==> config.mk <==
export PLATFORM = sky130hd
export DESIGN_NAME = dsi_irq_unit
export DESIGN_NICKNAME = d
export VERILOG_FILES = /design/src/rtl/dsi_pkg.sv /design/src/rtl/dsi_chan_status.sv /design/src/rtl/dsi_dma_status.sv /design/src/rtl/dsi_irq_unit.sv
export SDC_FILE = /design/constraint.sdc
export NUM_CORES = 1
export LEC_CHECK = 0
export BUFFER_PORTS_ARGS = -buffer_cell sky130_fd_sc_hd__buf_2
export CAP_MARGIN = 20
export CORE_AREA = 4 4 87 106
export CTS_BUF_LIST = sky130_fd_sc_hd__clkbuf_16
export CTS_CLUSTER_SIZE = 30
export DETAILED_ROUTE_END_ITERATION = 6
export DIE_AREA = 0 0 91 110
export SYNTH_ARGS = -nofsm -noshare
export SYNTH_HDL_FRONTEND = slang
export SYNTH_HIERARCHICAL = 1
export SYNTH_SLANG_ARGS = --single-unit
==> constraint.sdc <==
create_clock -name clk -period 1.6 [get_ports clk]
set_input_delay 0.16 -clock clk [delete_from_list [all_inputs] [get_ports clk]]
set_output_delay 0.16 -clock clk [all_outputs]
set_load 0.03 [all_outputs]
==> src/rtl/dsi_pkg.sv <==
package dsi_pkg;
  localparam int EV_W = 6;
  // offsets inside one channel status field
  localparam int EV_EOF  = 0;
  localparam int EV_UFL  = 1;
  localparam int EV_SLN  = 2;
  localparam int EV_SFR  = 3;
  localparam int EV_EOLN = 4;
  localparam int EV_BLOW = 5;

  localparam logic [1:0] MODE_RUN = 2'd2;
  localparam logic [1:0] MODE_EOF = 2'd3;
  localparam logic [1:0] RESP_OK  = 2'd0;

  // status register layout
  localparam int ST_PROF   = 0;
  localparam int ST_CH0    = 1;
  localparam int ST_DMA    = 4;
  localparam int ST_BADID  = 7;
  localparam int ST_FLD0   = 8;
  localparam int ST_FLD_ST = 8;
  localparam int ST_CODE   = 14;

  // control register layout
  localparam int CT_PROF   = 0;
  localparam int CT_CH0    = 1;
  localparam int CT_DMA    = 4;
  localparam int CT_SRC0   = 8;
  localparam int CT_SRC_ST = 4;
  localparam int CT_MASTER = 31;

  localparam logic ADDR_CTRL = 1'b0;
  localparam logic ADDR_STAT = 1'b1;

  function automatic logic [31:0] ctrl_mask(int n);
    logic [31:0] m;
    m = 32'h0000_001F;
    m[CT_MASTER] = 1'b1;
    for (int c = 0; c < n; c++) m[CT_SRC0 + CT_SRC_ST*c +: 3] = 3'b111;
    return m;
  endfunction
endpackage

==> src/rtl/dsi_chan_status.sv <==
module dsi_chan_status
  import dsi_pkg::*;
(
  input  logic            clk,
  input  logic            rst,
  input  logic            line_start_i,
  input  logic            frame_start_i,
  input  logic            pix_pend_i,
  input  logic            fifo_rd_i,
  input  logic            fifo_empty_i,
  input  logic [1:0]      mode_i,
  input  logic            eoln_i,
  input  logic            buf_low_i,
  input  logic [EV_W-1:0] clr_i,
  output logic [EV_W-1:0] st_o
);
  logic [1:0]      mode_q;
  logic [EV_W-1:0] set_w;
  logic [EV_W-1:0] st_q;

  always_comb begin
    set_w          = '0;
    set_w[EV_EOF]  = (mode_q == MODE_RUN) && (mode_i == MODE_EOF);
    set_w[EV_UFL]  = fifo_rd_i && fifo_empty_i;
    set_w[EV_SLN]  = line_start_i && pix_pend_i;
    set_w[EV_SFR]  = frame_start_i && pix_pend_i;
    set_w[EV_EOLN] = eoln_i;
    set_w[EV_BLOW] = buf_low_i;
  end

  always_ff @(posedge clk) begin
    if (rst) begin
      mode_q <= '0;
      st_q   <= '0;
    end else begin
      mode_q <= mode_i;
      st_q   <= (st_q & ~clr_i) | set_w;
    end
  end

  assign st_o = st_q;


  eof_origin_chk: assert property (@(posedge clk) disable iff (rst)
    $rose(st_q[EV_EOF]) |-> ($past(mode_i) == MODE_EOF) && ($past(mode_q) == MODE_RUN));

  for (genvar b = 0; b < EV_W; b++) begin : g_bit_chk

    fall_needs_clr_chk: assert property (@(posedge clk) disable iff (rst)
      $fell(st_q[b]) |-> $past(clr_i[b]));

    set_wins_chk: assert property (@(posedge clk) disable iff (rst)
      $past(set_w[b] && !rst) |-> st_q[b]);
  end
endmodule

==> src/rtl/dsi_dma_status.sv <==
module dsi_dma_status
  import dsi_pkg::*;
(
  input  logic       clk,
  input  logic       rst,
  input  logic       resp_valid_i,
  input  logic [1:0] resp_i,
  input  logic       bad_id_i,
  input  logic       clr_pend_i,
  input  logic       clr_badid_i,
  input  logic       clr_all_i,
  output logic       pend_o,
  output logic       badid_o,
  output logic [1:0] code_o
);
  logic       pend_q, badid_q;
  logic [1:0] code_q;
  logic       err_w;

  assign err_w = bad_id_i || (resp_valid_i && (resp_i != RESP_OK));

  always_ff @(posedge clk) begin
    if (rst) begin
      pend_q  <= 1'b0;
      badid_q <= 1'b0;
      code_q  <= '0;
    end else begin
      pend_q  <= (pend_q  && !clr_pend_i)  || err_w;
      badid_q <= (badid_q && !clr_badid_i) || bad_id_i;
      if (resp_valid_i)   code_q <= resp_i;
      else if (clr_all_i) code_q <= '0;
    end
  end

  assign pend_o  = pend_q;
  assign badid_o = badid_q;
  assign code_o  = code_q;


  bad_id_sets_chk: assert property (@(posedge clk) disable iff (rst)
    $past(bad_id_i && !rst) |-> pend_q && badid_q);

  okay_no_rise_chk: assert property (@(posedge clk) disable iff (rst)
    $rose(pend_q) |-> $past(bad_id_i) || ($past(resp_valid_i) && $past(resp_i) != RESP_OK));
endmodule

==> src/rtl/dsi_irq_unit.sv <==
module dsi_irq_unit
  import dsi_pkg::*;
#(
  parameter int NUM_CH = 3
) (
  input  logic                clk,
  input  logic                rst,
  input  logic [NUM_CH-1:0]   line_start_i,
  input  logic [NUM_CH-1:0]   frame_start_i,
  input  logic [NUM_CH-1:0]   pix_pend_i,
  input  logic [NUM_CH-1:0]   fifo_rd_i,
  input  logic [NUM_CH-1:0]   fifo_empty_i,
  input  logic [2*NUM_CH-1:0] mode_i,
  input  logic [NUM_CH-1:0]   eoln_i,
  input  logic [NUM_CH-1:0]   buf_low_i,
  input  logic                dma_resp_valid_i,
  input  logic [1:0]          dma_resp_i,
  input  logic                dma_bad_id_i,
  input  logic                prof_evt_i,
  input  logic                reg_wr_i,
  input  logic                reg_addr_i,
  input  logic [31:0]         reg_wdata_i,
  output logic [31:0]         reg_rdata_o,
  output logic [NUM_CH-1:0]   irq_chan_o,
  output logic                irq_dma_o,
  output logic                irq_prof_o,
  output logic                irq_any_o
);
  localparam logic [31:0] CTRL_MASK = ctrl_mask(NUM_CH);

  logic [31:0]     ctrl_q;
  logic            prof_q;
  logic            wr_ctrl, wr_stat, clr_all;
  logic [EV_W-1:0] ch_st  [NUM_CH];
  logic [EV_W-1:0] ch_clr [NUM_CH];
  logic [NUM_CH-1:0] ch_pend;
  logic            dma_pend, dma_badid;
  logic [1:0]      dma_code;
  logic [31:0]     status_w;
  logic [NUM_CH-1:0] chan_gate;
  logic            dma_gate, prof_gate;

  assign wr_ctrl = reg_wr_i && (reg_addr_i == ADDR_CTRL);
  assign wr_stat = reg_wr_i && (reg_addr_i == ADDR_STAT);
  assign clr_all = wr_stat && reg_wdata_i[ST_PROF];

  for (genvar g = 0; g < NUM_CH; g++) begin : g_ch
    assign ch_clr[g] = !wr_stat ? '0 :
                       clr_all  ? '1 : reg_wdata_i[ST_FLD0 + ST_FLD_ST*g +: EV_W];

    dsi_chan_status u_ch (
      .clk          (clk),
      .rst          (rst),
      .line_start_i (line_start_i[g]),
      .frame_start_i(frame_start_i[g]),
      .pix_pend_i   (pix_pend_i[g]),
      .fifo_rd_i    (fifo_rd_i[g]),
      .fifo_empty_i (fifo_empty_i[g]),
      .mode_i       (mode_i[2*g +: 2]),
      .eoln_i       (eoln_i[g]),
      .buf_low_i    (buf_low_i[g]),
      .clr_i        (ch_clr[g]),
      .st_o         (ch_st[g])
    );

    assign ch_pend[g] = (ch_st[g][EV_EOF]  && ctrl_q[CT_SRC0 + CT_SRC_ST*g])
                     || (ch_st[g][EV_EOLN] && ctrl_q[CT_SRC0 + CT_SRC_ST*g + 1])
                     || ((ch_st[g][EV_SLN] || ch_st[g][EV_UFL]) && ctrl_q[CT_SRC0 + CT_SRC_ST*g + 2])
                     || ch_st[g][EV_SFR];
    assign chan_gate[g] = ctrl_q[CT_CH0 + g] && ch_pend[g];
  end

  dsi_dma_status u_dma (
    .clk         (clk),
    .rst         (rst),
    .resp_valid_i(dma_resp_valid_i),
    .resp_i      (dma_resp_i),
    .bad_id_i    (dma_bad_id_i),
    .clr_pend_i  (wr_stat && (reg_wdata_i[ST_DMA] || clr_all)),
    .clr_badid_i (wr_stat && (reg_wdata_i[ST_BADID] || clr_all)),
    .clr_all_i   (clr_all),
    .pend_o      (dma_pend),
    .badid_o     (dma_badid),
    .code_o      (dma_code)
  );

  assign dma_gate  = ctrl_q[CT_DMA]  && dma_pend;
  assign prof_gate = ctrl_q[CT_PROF] && prof_q;

  always_comb begin
    status_w = '0;
    status_w[ST_PROF]  = prof_q;
    status_w[ST_DMA]   = dma_pend;
    status_w[ST_BADID] = dma_badid;
    status_w[ST_CODE +: 2] = dma_code;
    for (int c = 0; c < NUM_CH; c++) begin
      status_w[ST_CH0 + c] = ch_pend[c];
      status_w[ST_FLD0 + ST_FLD_ST*c +: EV_W] = ch_st[c];
    end
  end

  always_ff @(posedge clk) begin
    if (rst) begin
      ctrl_q      <= '0;
      prof_q      <= 1'b0;
      reg_rdata_o <= '0;
      irq_chan_o  <= '0;
      irq_dma_o   <= 1'b0;
      irq_prof_o  <= 1'b0;
      irq_any_o   <= 1'b0;
    end else begin
      if (wr_ctrl) ctrl_q <= reg_wdata_i & CTRL_MASK;
      prof_q      <= (prof_q && !clr_all) || prof_evt_i;
      reg_rdata_o <= (reg_addr_i == ADDR_STAT) ? status_w : ctrl_q;
      irq_chan_o  <= ctrl_q[CT_MASTER] ? chan_gate : '0;
      irq_dma_o   <= ctrl_q[CT_MASTER] && dma_gate;
      irq_prof_o  <= ctrl_q[CT_MASTER] && prof_gate;
      irq_any_o   <= ctrl_q[CT_MASTER] && (|chan_gate || dma_gate || prof_gate);
    end
  end


  master_gate_chk: assert property (@(posedge clk) disable iff (rst)
    irq_any_o |-> $past(ctrl_q[CT_MASTER]));

  prof_record_chk: assert property (@(posedge clk) disable iff (rst)
    $past(prof_evt_i && !rst) |-> prof_q);

  any_is_or_chk: assert property (@(posedge clk) disable iff (rst)
    irq_any_o == (|irq_chan_o || irq_dma_o || irq_prof_o));
endmodule

==> results of run 1 <==
-- flip-flops by register name, summed over array words and instances (netlist names) --
register and flops:
u_dma/badid_o 1, irq_prof_o 1, u_dma/code_o 2, irq_chan_o 3, irq_dma_o 1, g_ch.u_ch/mode_q 6
g_ch.u_ch/st_o 18, prof_q 1, ctrl_q 15, u_dma/pend_o 1, reg_rdata_o 27, irq_any_o 1
-- area by class of cell --
class	instances	share of cell area
inverters	9	0.00918
clock inverters	7	0.0184
well taps	95	0.0323
clock buffers	9	0.0612
repair buffers	102	0.148
flip-flops and latches	77	0.419
multi-input cells	224	0.312
-- layer usage --
| metal | GRT usage | vias to the layer above | part of all wire | routed length (um) |
|---|---|---|---|---|
| met2 | 0.227 | 75 | 0.46 | 3100 |
| met3 | 0.0394 | 7 | 0.064 | 431 |
| li1 | - | 1236 | - | - |
| met5 | 0 | - | 0 | 0 |
| met4 | 0.0582 | 0 | 0.019 | 126 |
| met1 | 0.178 | 1041 | 0.46 | 3120 |
-- tightest hold or removal path: stages --
cell and delay, ns:
buf_2 0.08, a21oi_1 0.03, nor2_1 0.07
-- cell families (layout without fill, tap and decap cells) --
logic type	count (synthesis)	count (layout)	share of synthesized area
AO/OA/AOI/OAI	51	51	0.104
buffers and inverters	26	127	0.0489
flip-flops	77	77	0.548
multiplexers	11	11	0.0391
other	1	5	0.00133
AND/OR/NAND/NOR	157	157	0.259
-- metrics by stage --
step,worst slack (ns),instances,hold WS [ns]
6_report,0.366,523,0.0537
5_1_grt,0.301,523,0.0531
2_1_floorplan,0.566,327,0.229
4_1_cts,0.376,523,0.0467
3_5_place_dp,0.352,507,0.391
3_3_place_gp,0.386,507,0.380
-- cells in the final DEF (no fill, tap or decap), types with 9 or more instances in the layout --
master,instances
a21oi_1,37
and2_1,14
buf_2,94
clkbuf_16,9
dfxtp_1,77
inv_1,10
mux2i_1,11
nand2_1,44
nand2b_1,22
nor2_1,62
-- report_power, final --
group          total (mW)  internal, mW  leakage (nW)  switching, mW
clock                1.96          1.20         0.143          0.761
sequential           2.05          2.01         0.632         0.0444
combinational       0.421         0.175         0.951          0.246
-- worst paths after layout --
kind | slack [ns] | end | cells past startpoint | startpoint
max | 0.37 | irq_any_o$_SDFF_PP0_ | 3 | g_ch[2].u_ch/st_o[0]$_SDFF_PP0_
min | 0.05 | prof_q$_SDFF_PP0_ | 3 | prof_evt_i
max reg2reg | 0.37 | irq_any_o$_SDFF_PP0_ | 3 | g_ch[2].u_ch/st_o[0]$_SDFF_PP0_
min reg2reg | 0.45 | reg_rdata_o[15]$_SDFF_PP0_ | 1 | u_dma/code_o[1]$_SDFFE_PP0P_
==> reports/metrics.cfg, run 1 <==
[yosys]
syn_inst=323
ys.warnings.count=6
synth_top_flop_cell=dfxtp_1
synth_most_common_cell=dfxtp_1
synth_top_area_cell=dfxtp_1
synthArstFlopShare=0
yosysTopAreaCellShare=0.548
synth_edf_count=0
synth_seq_area_share=0.548
ys_ff_latch=77
syn_area_mm2=0.00281
yosys-top-cells-count=dfxtp_1, nor2_1, nand2_1, a21oi_1, nand2b_1
ys_top_cells_by_area=dfxtp_1, nor2_1, a21oi_1, nand2_1, nand2b_1
synthDistinctLibCells=29
avgSynthCellArea_um2=8.71

[global_route]
grt_overflow=0
grt_pass1_wl_mm=10.9
grt_usage=0.141
antenna_found_initial=0
grt_max_degree=45
first_global_vias=2272

[placement]
dp_hpwl_mm=4.87
place_congestion=0.783
post_dp_cell_area_mm2=0.00339
portBuffers=94

[sta]
clock.fmax_mhz=811
finalClockSkew_ns=0.00490
finalCriticalPeriod_ns=1.23
min_period_over_period=0.771
setup_viol=0
final-max-slew-violation-count=0
tns_ns=0
final_hold_viol_count=0
rsz0062_at_grt=no

[worst_setup_path]
critPathSlowestCell=a221oi_1
slowest_delay_ns=0.42
worstSetupPathType=reg2reg
worstPathArrival_ns=1.42
path_cells=a221oi_1, a21bo_2, a41oi_1
cp_top_family=compound AO/OA/AOI/OAI gates
worstPathMaxFanout=3
crit_path_end_kind=flop
timing.critical_path.from_type=flop
crit_buf_inv=0
critPathRequiredTime_ns=1.79

[floorplan]
die_w_um=91
die_h_um=110
initial_core_util=0.347
fp-row-count=36
io_pins=106
die_area_mm2=0.0100
coreArea_mm2=0.00811

[detailed_routing]
vias=2359
drtPass1Iterations=4
wirelength_mm=6.77
post-route-drc-count=0
vias_per_cell=4.51
drt-initial-drc-count=90
wire_per_inst_um=12.9
ant_nets=0

[finish]
fin_nets=491
areaGrowthSynthToFinish_pct=30.8
num_antenna_cells=0
fillers=840
seq_area_mm2=0.00154
final_cell_area_mm2=0.00368
utilization=0.454
drive_above_1_share=0.278
multi_input_area_mm2=0.00115

[cts]
ctsResizeCount=0
path_clk_slew_ns=0.06
htreeDepth=3
numClockSinks=77
cts_hold_buffers=0
insertion_delay_ns=0.33
numCtsBuffers=9
cts.path.max_buffers=2
cts_setup_buffers=0
cts_tree=yes
root_buffer=clkbuf_16

[flow_run]
drv_cap=0

[power_and_ir_drop]
power.leakage_nw=1.73
cellPowerDensity_mw_per_mm2=1200
power_mw=4.43
ir_drop_mv=0.491

[outcome]
status=finished clean

[hold_path]
hold_class=in2reg

(Power assumes the default switching activity.)
==> run 2, diff against run 1 <==
clock period = 1 ns   (was 1.6 ns; I/O delays follow)
==> run 2 against run 1 <==
The run now ends with negative setup slack left; clock skew about the same; critical path type unchanged; clock power increased by 57%; sequential share of layout area decreased by 3.3 points; largest power group unchanged.
==> reports/metrics.cfg, run 2 (synthesis gave the netlist of run 1 again) <==
[worst_setup_path]
worstPathMaxFanout=2
path_cells=a221oi_4, a21bo_2, a41oi_2
timing.critical_path.from_type=flop
slowest_delay_ns=0.34
worstPathArrival_ns=1.31
crit_path_end_kind=flop
critPathRequiredTime_ns=1.19
worstSetupPathType=reg2reg
startpoint=g_ch[1].u_ch/st_o[0]$_SDFF_PP0_
reg2reg_from=g_ch[1].u_ch/st_o[0]$_SDFF_PP0_
critPathSlowestCell=dfxtp_2

[power_and_ir_drop]
power_mw=7.17
power.leakage_nw=1.90
cellPowerDensity_mw_per_mm2=1790
ir_drop_mv=0.934

[global_route]
grt_pass1_wl_mm=11.6
grt_max_degree=21
first_global_vias=2498
antenna_found_initial=0
grt_usage=0.149
grt_overflow=0

[finish]
fin_cells=555
multi_input_area_mm2=0.00122
seq_area_mm2=0.00155
layout_commonest_cell=buf_2
utilization=0.495
largest_reg_flops=27
regMostFlops=reg_rdata_o
fin_nets=524
fillers=796
num_antenna_cells=0
drive_above_1_share=0.341
areaGrowthSynthToFinish_pct=42.6
layout_common_cells=buf_2, dfxtp_1, nor2_1, nand2_1, a21oi_1

[cts]
root_buffer=clkbuf_16
numCtsBuffers=9
numClockSinks=77
htreeDepth=3
path_clk_slew_ns=0.06
insertion_delay_ns=0.32
cts.path.max_buffers=2
cts_tree=yes

[floorplan]
fp-row-count=36
die_h_um=110
initial_core_util=0.347
die_area_mm2=0.0100
io_pins=106
coreArea_mm2=0.00811
die_w_um=91

[detailed_routing]
wire_per_inst_um=13.2
wirelength_mm=7.32
drt-initial-drc-count=83
vias=2542
drtPass1Iterations=4
ant_nets=0
post-route-drc-count=0
vias_per_cell=4.58

[outcome]
status=finished, violations left
violations=negative setup slack

[sta]
tns_ns=-0.184
clock.fmax_mhz=894
finalClockSkew_ns=0.00485
finalCriticalPeriod_ns=1.12
setup_viol=4
final_hold_viol_count=0
rsz0062_at_grt=yes
min_period_over_period=1.12
setup_slack_ns=-0.119
final-max-slew-violation-count=0

[placement]
place_congestion=0.777
dp_cells=534
dp_hpwl_mm=5.36
portBuffers=94
dp_slack_ns=-0.0908

[hold_path]
worstHoldStart=mode_i[1]
hold_class=in2reg

[flow_run]
drv_cap=0

run 2: cell types whose count changed in the layout (fill, tap and decap cells not counted), sizes merged:
cell / before / now
clkinvlp: 2 / 1
inv: 10 / 9
buf: 102 / 131
clkinv: 3 / 4
dlygate4sd3: 0 / 4
run 2: area by class of cell:
cell class                      instances  share of cell area
Clock buffer                            9              0.0561
Inverter                                9             0.00842
Tap cell                               95              0.0296
Sequential cell                        77               0.386
Clock inverter                          6              0.0137
Timing Repair Buffer                  135               0.203
Multi-Input combinational cell        224               0.304
run 2: worst max-delay path, delay by kind of cell, from the launching register on:
| family | cells | cell delay (ns) |
|---|---|---|
| AO/OA/AOI/OAI | 3 | 0.65 |
| flip-flops | 1 | 0.34 |
run 2: final timing paths:
| kind | end | slack (ns) | cells after the start |
|---|---|---|---|
| hold reg to reg | reg_rdata_o[21]$_SDFF_PP0_ | 0.45 | 1 |
| setup reg to reg | irq_any_o$_SDFF_PP0_ | -0.12 | 3 |
| hold / removal | g_ch[0].u_ch/mode_q[1]$_SDFF_PP0_ | 0.002 | 2 |
| setup / recovery | irq_any_o$_SDFF_PP0_ | -0.12 | 3 |
run 2: timing repair:
item | in CTS | in global routing
hold buffers | 4 | 0
resized for setup | 4 | 8
endpoints found under the setup margin | 4 | 6
hold endpoints to repair | 4 | 0
setup buffers | 2 | 0
pin swaps | 7 | 7
run 2: stage by stage:
step	area, um2	hold WS [ns]
after detailed placement	3620	0.335
after global routing	4010	0.00954
final	4010	0.00218
after CTS	3970	0.00167
after floorplan	2850	0.169
after global placement	3620	0.324
run 2: report_power, final:
part	internal (mW)	total, mW	switching (mW)
logic	0.380	0.819	0.438
registers	3.21	3.28	0.0726
clock network	1.89	3.07	1.18
run 2: layer usage:
layer  wire [um]  GRT usage  vias to the layer above
met5           0          0                        -
met4         121     0.0582                        0
met3         365     0.0339                        9
met2        3640      0.260                       68
met1        3190      0.179                     1167
li1            -          -                     1298
